### config.mk
export PLATFORM = sky130hd
export DESIGN_NAME = rxf_filter
export DESIGN_NICKNAME = d
export VERILOG_FILES = /design/src/rtl/rxf_pkg.sv /design/src/rtl/rxf_addr_match.sv /design/src/rtl/rxf_chan_match.sv /design/src/rtl/rxf_fwd_gate.sv /design/src/rtl/rxf_filter.sv
export SDC_FILE = /design/constraint.sdc
export NUM_CORES = 1
export LEC_CHECK = 0
export BUFFER_PORTS_ARGS = -buffer_cell sky130_fd_sc_hd__buf_2
export CORE_UTILIZATION = 40
export CTS_BUF_LIST = sky130_fd_sc_hd__clkbuf_8 sky130_fd_sc_hd__clkbuf_16
export CTS_CLUSTER_DIAMETER = 50
export CTS_CLUSTER_SIZE = 30
export DETAILED_ROUTE_END_ITERATION = 10
export PLACE_DENSITY = 0.79
export SYNTH_ARGS = -nofsm -noshare
export SYNTH_HDL_FRONTEND = slang
export SYNTH_HIERARCHICAL = 1
export SYNTH_SLANG_ARGS = --single-unit
### constraint.sdc
create_clock -name clk -period 5.04 [get_ports clk]
set_clock_uncertainty 0.1 [all_clocks]
set_input_delay 1.26 -clock clk [delete_from_list [all_inputs] [get_ports clk]]
set_output_delay 1.26 -clock clk [all_outputs]
set_load 0.05 [all_outputs]
### src/rtl/rxf_pkg.sv
package rxf_pkg;

    localparam int NODE_W_DEF = 6;
    localparam int CHAN_W_DEF = 6;
    localparam int DATA_W_DEF = 32;

    typedef enum logic [3:0] {
        ACK_NONE     = 4'd0,
        ACK_COMPLETE = 4'd1,
        ACK_PENDING  = 4'd2,
        ACK_BUSY     = 4'd4,
        ACK_DATA_ERR = 4'd13
    } ack_code_e;

    typedef enum logic [1:0] {
        OP_WRITE  = 2'd0,
        OP_READ   = 2'd1,
        OP_LOCK   = 2'd2,
        OP_WRCLS  = 2'd3
    } op_e;

    typedef enum logic [1:0] {
        TGT_NONE  = 2'd0,
        TGT_LOCAL = 2'd1,
        TGT_BCAST = 2'd2
    } target_e;

    typedef struct packed {
        logic      accept;
        logic      ack;
        ack_code_e code;
    } verdict_t;

    function automatic ack_code_e code_for_op(input op_e op);
        case (op)
            OP_READ, OP_LOCK: return ACK_PENDING;
            default:          return ACK_COMPLETE;
        endcase
    endfunction

    function automatic verdict_t decide(
        input logic    iso,
        input target_e tgt,
        input logic    chan_hit,
        input op_e     op,
        input logic    crc_err,
        input logic    full
    );
        verdict_t v;
        v.accept = 1'b0;
        v.ack    = 1'b0;
        v.code   = ACK_NONE;
        if (iso) begin
            v.accept = chan_hit && !crc_err && !full;
        end else begin
            case (tgt)
                TGT_BCAST: v.accept = !crc_err && !full;
                TGT_LOCAL: begin
                    v.ack = 1'b1;
                    if (crc_err) begin
                        v.code = ACK_DATA_ERR;
                    end else if (full) begin
                        v.code = ACK_BUSY;
                    end else begin
                        v.accept = 1'b1;
                        v.code   = code_for_op(op);
                    end
                end
                default: ;
            endcase
        end
        return v;
    endfunction

endpackage

### src/rtl/rxf_addr_match.sv
module rxf_addr_match
    import rxf_pkg::*;
#(
    parameter int NODE_W = NODE_W_DEF
) (
    input  logic [NODE_W-1:0] dest,
    input  logic [NODE_W-1:0] self_id,
    output target_e           tgt
);
    localparam logic [NODE_W-1:0] BCAST_ID = '1;

    always_comb begin
        if (dest == BCAST_ID) begin
            tgt = TGT_BCAST;
        end else if (dest == self_id) begin
            tgt = TGT_LOCAL;
        end else begin
            tgt = TGT_NONE;
        end
    end
endmodule

### src/rtl/rxf_chan_match.sv
module rxf_chan_match #(
    parameter int CHAN_W = 6,
    parameter int CHAN_N = 1 << CHAN_W
) (
    input  logic [CHAN_N-1:0] mask,
    input  logic [CHAN_W-1:0] chan,
    output logic              hit
);
    logic [CHAN_N-1:0] sel;

    for (genvar i = 0; i < CHAN_N; i++) begin : g_sel
        assign sel[i] = mask[i] && (chan == CHAN_W'(i));
    end

    assign hit = |sel;
endmodule

### src/rtl/rxf_fwd_gate.sv
module rxf_fwd_gate #(
    parameter int DATA_W = 32
) (
    input  logic              clk,
    input  logic              rst,
    input  logic              open_evt,
    input  logic              open_val,
    input  logic              in_valid,
    input  logic [DATA_W-1:0] in_data,
    input  logic              in_last,
    output logic              out_valid,
    output logic [DATA_W-1:0] out_data,
    output logic              out_last
);
    logic gate_q;

    always_ff @(posedge clk) begin
        if (rst) begin
            gate_q <= 1'b0;
        end else if (open_evt) begin
            gate_q <= open_val;
        end else if (in_valid && in_last) begin
            gate_q <= 1'b0;
        end
    end

    always_ff @(posedge clk) begin
        if (rst) begin
            out_valid <= 1'b0;
            out_data  <= '0;
            out_last  <= 1'b0;
        end else begin
            out_valid <= in_valid && gate_q;
            out_data  <= in_data;
            out_last  <= in_last && in_valid && gate_q;
        end
    end
endmodule

### src/rtl/rxf_filter.sv
module rxf_filter
    import rxf_pkg::*;
#(
    parameter int NODE_W = NODE_W_DEF,
    parameter int CHAN_W = CHAN_W_DEF,
    parameter int DATA_W = DATA_W_DEF,
    parameter int CHAN_N = 1 << CHAN_W
) (
    input  logic              clk,
    input  logic              rst,
    input  logic [NODE_W-1:0] node_id,
    input  logic [CHAN_N-1:0] chan_mask,
    input  logic              hdr_valid,
    input  logic              hdr_iso,
    input  logic [NODE_W-1:0] hdr_dest,
    input  logic [CHAN_W-1:0] hdr_chan,
    input  logic [1:0]        hdr_op,
    input  logic              hdr_crc_err,
    input  logic              buf_full,
    input  logic              pl_valid,
    input  logic [DATA_W-1:0] pl_data,
    input  logic              pl_last,
    output logic              vrd_valid,
    output logic              vrd_accept,
    output logic              ack_req,
    output logic [3:0]        ack_code,
    output logic              fwd_valid,
    output logic [DATA_W-1:0] fwd_data,
    output logic              fwd_last
);
    target_e  tgt;
    logic     chan_hit;
    verdict_t vd;

    rxf_addr_match #(.NODE_W(NODE_W)) addr_i (
        .dest    (hdr_dest),
        .self_id (node_id),
        .tgt     (tgt)
    );

    rxf_chan_match #(.CHAN_W(CHAN_W), .CHAN_N(CHAN_N)) chan_i (
        .mask (chan_mask),
        .chan (hdr_chan),
        .hit  (chan_hit)
    );

    assign vd = decide(hdr_iso, tgt, chan_hit, op_e'(hdr_op), hdr_crc_err, buf_full);

    always_ff @(posedge clk) begin
        if (rst) begin
            vrd_valid  <= 1'b0;
            vrd_accept <= 1'b0;
            ack_req    <= 1'b0;
            ack_code   <= ACK_NONE;
        end else begin
            vrd_valid  <= hdr_valid;
            vrd_accept <= hdr_valid && vd.accept;
            ack_req    <= hdr_valid && vd.ack;
            ack_code   <= (hdr_valid && vd.ack) ? vd.code : ACK_NONE;
        end
    end

    rxf_fwd_gate #(.DATA_W(DATA_W)) gate_i (
        .clk       (clk),
        .rst       (rst),
        .open_evt  (hdr_valid),
        .open_val  (vd.accept),
        .in_valid  (pl_valid),
        .in_data   (pl_data),
        .in_last   (pl_last),
        .out_valid (fwd_valid),
        .out_data  (fwd_data),
        .out_last  (fwd_last)
    );
endmodule

==> results.md <==
- Pin count of the biggest net entering global routing: 36
- Multi-input logic area: 0.001131 mm^2
- DRT Wirelength: 5.631 mm
- Cell Area, Synth: 0.002081 mm^2
- Post-Syn Area per Cell: 9.545 um^2
- Post-synthesis mux area share: 0.05472
- Adder-cell share of the synthesized area: 0.01203
- Routed vias: 2,146
- First-pass GRT wire length: 8.335 mm
- Top-Level Pins: 165
- CP max-delay cell: or4_1
- Synth cell types: 48
- Critical path class: in -> reg
- Post-synthesis xor/xnor area fraction: 0.02946
- Crit path max-delay family: simple AND/OR/NAND/NOR gates
- Area delta synth->final: 43.66%
- Fmax: 313.5 MHz
- Iter 0 DRT Violations: 41
- Initial Utilization: 0.4292
- GP Congestion: 0.8361
- Post-CTS setup buffers: 0
- Clk slew on worst S/H paths: 70 ps
- Total gr overflow: 0
- Vias in the first global route: 2,015
- Die height: 74.13 um
- RSZ-0062 raised after global routing: no
- Leakage: 1.490 nW
- Critical path data required time: 5080 ps
- CTS H-tree lvls: 2
- Top cell type's share of synthesized area: 0.4041
- Post-CTS Resized: 0
- Vias per Instance: 4.822
- Power per Cell Area: 246.4 mW/mm^2
- Slew margin rel.: 0.5957
- # DRC: 0
- Seq/Total Area, Yosys: 0.4041
- Dpl cells: 437
- Synth Area in Simple Gates: 0.3253
- Total Nets Final: 503
- Ranking of synthesized cells by area: dfxtp_1, nor2b_1, nand3b_1
- Crit path cell chain: buf_2 -> mux2i_1 -> nor2_1 -> or4_1 -> nor4b_1 -> nor4_1 -> nand2_1 -> o31a_1 -> nor3_2 -> nand2_1 -> a21oi_1
- Final Setup Violations: 0
- Number of diodes: 0
- Worst setup EP type: register
- Setup tns final: 0 ps
- Worst Path Arrival: 3230 ps
- CTS Buf Count: 5
- Die area: 0.005495 mm^2
- Root Buffer: clkbuf_8
- IO buf count: 164
- Crit-path max cell delay: 460 ps
- Outcome: complete, no violations
- Post-synth top flop: dfxtp_1
- Filler Cell Count: 420
- Tcrit/Tclk final: 0.6329
- GRT Resource Usage Total: 0.1983
- #FFs+latches synth: 42
- Synth Area in Compound Gates: 0.1221
- Hold WC Path Type: reg -> reg
- DR pass1 iterations: 5
- Wire per inst: 12.65 um
- Ys Warns: 6
- HPWL after detailed placement: 4.553 mm
- Post-DRT Antenna Nets: 0
- Period minus WS final: 3190 ps
- Share of layout cells above drive strength 1: 0.5000
- CTS tree: yes
- Worst-margin pin slew: 606.4 ps
- Register Area: 840.8 um^2
- Commonest cells in the netlist: dfxtp_1, nor2b_1, nand3b_1
- FFs w/ async S/R, synth: 0
- Initial antenna violation count: 0
- Combinational family with the most area after synthesis: simple AND/OR/NAND/NOR gates
- Finished Layout Cells: 445
- Maximum fanout along the worst path: 23
- Die width: 74.13 um
- Number of max-cap violations: 0
- Worst Path Buf+Inv: 1
- Post-synth top area cell: dfxtp_1
- Core Footprint: 0.004848 mm^2
- Sink Count: 42
- Mapped Nets: 344
- Peak VDD IR: 0.0001136 V
- Post-synth EDFFs: 0
- Startpoint Class: primary input
- # hold bufs at CTS: 0
- Synthesized instance count: 218
- Clock Tree Buf Depth: 2
- Row count: 25
- Top-count cell post-synth: dfxtp_1
- Worst-skew pair later-pin latency: 280 ps
- Crit-path most repeated cell: nand2_1
- Slew Viols, Final: 0
- Hold Fails Final Rpt: 0
-- logic make-up after synthesis --
logic type / after synthesis
multiplexers: 11
buffers and inverters: 19
AO/OA/AOI/OAI: 37
AND/OR/NAND/NOR: 100
flip-flops: 42
adder cells (fa/ha/maj): 2
XOR/XNOR: 7
-- per-stage QoR --
stage	utilization	hold slack, ps	worst slack, ps	area (um^2)	power (mW)
floorplan	-	317.3	2113	2081	0.4749
global placement	0.5987	335.8	1606	2903	0.5427
detailed placement	0.5987	332.0	1554	2903	0.5449
CTS	0.6165	342.1	1865	2989	0.7463
global route	0.6165	370.3	1648	2989	0.7758
finish	0.6165	343.8	1850	2989	0.7366
-- sequential cells by signal (all words and copies together) (netlist names) --
register / cells
gate_i/gate_q: 1
vrd_accept: 1
ack_code: 4
ack_req: 1
vrd_valid: 1
gate_i/out_valid: 1
gate_i/out_data: 32
gate_i/out_last: 1
-- layer usage --
metal	up-vias	share of wire	track usage
met3	10	0.090	0.05691
met5	-	0	0
met1	927	0.38	0.2023
met2	119	0.51	0.3697
li1	1090	-	-
met4	0	0.020	0.09402
-- power by group --
part,leakage [nW],internal (mW),switching [mW]
clock network,0.0493,0.0955,0.104
registers,0.348,0.346,0.00299
logic,1.09,0.0775,0.111
total,1.49,0.519,0.218
-- worst min-delay path, cell delays in order (launching register included) --
cell and delay (ps):
dfxtp_1 310, nand2_1 50, nor2_1 40
-- layout make-up --
cell class                 instances  share of cell area
timing repair buffer             164              0.2746
clock buffer                       5             0.02302
sequential                        42              0.2813
tap                               67             0.02805
inverter                           7            0.008790
multi-input combinational        157              0.3784
clock inverter                     3            0.005860
-- cell usage in the layout, fill, tap and decap left out, types with 3 or more instances in the layout --
cell type / netlist / routed
inv_1: 7 / 8
a32oi_1: 4 / 4
or4_1: 3 / 3
a211oi_1: 3 / 3
a22oi_1: 6 / 6
nor2b_1: 33 / 33
nand2_1: 12 / 12
nand3b_1: 15 / 15
buf_2: 6 / 164
nand4_1: 4 / 4
xnor2_1: 5 / 5
dfxtp_1: 42 / 42
mux2i_1: 8 / 8
o22ai_1: 9 / 9
nor2_1: 7 / 7
clkbuf_8: 0 / 5
a21oi_1: 9 / 9
mux2_2: 3 / 3
-- path summary, 6_finish.rpt --
| check | startpoint | to | slack (ps) | depth (start not counted) |
|---|---|---|---|---|
| setup / recovery | hdr_chan[2] | gate_i/gate_q | 1850 | 11 |
| setup reg to reg | gate_i/gate_q | gate_i/out_last | 4260 | 3 |
| hold / removal | gate_i/gate_q | gate_i/out_valid | 340 | 2 |
| hold reg to reg | gate_i/gate_q | gate_i/out_valid | 340 | 2 |
No activity file was read; power rests on OpenSTA's default activity.
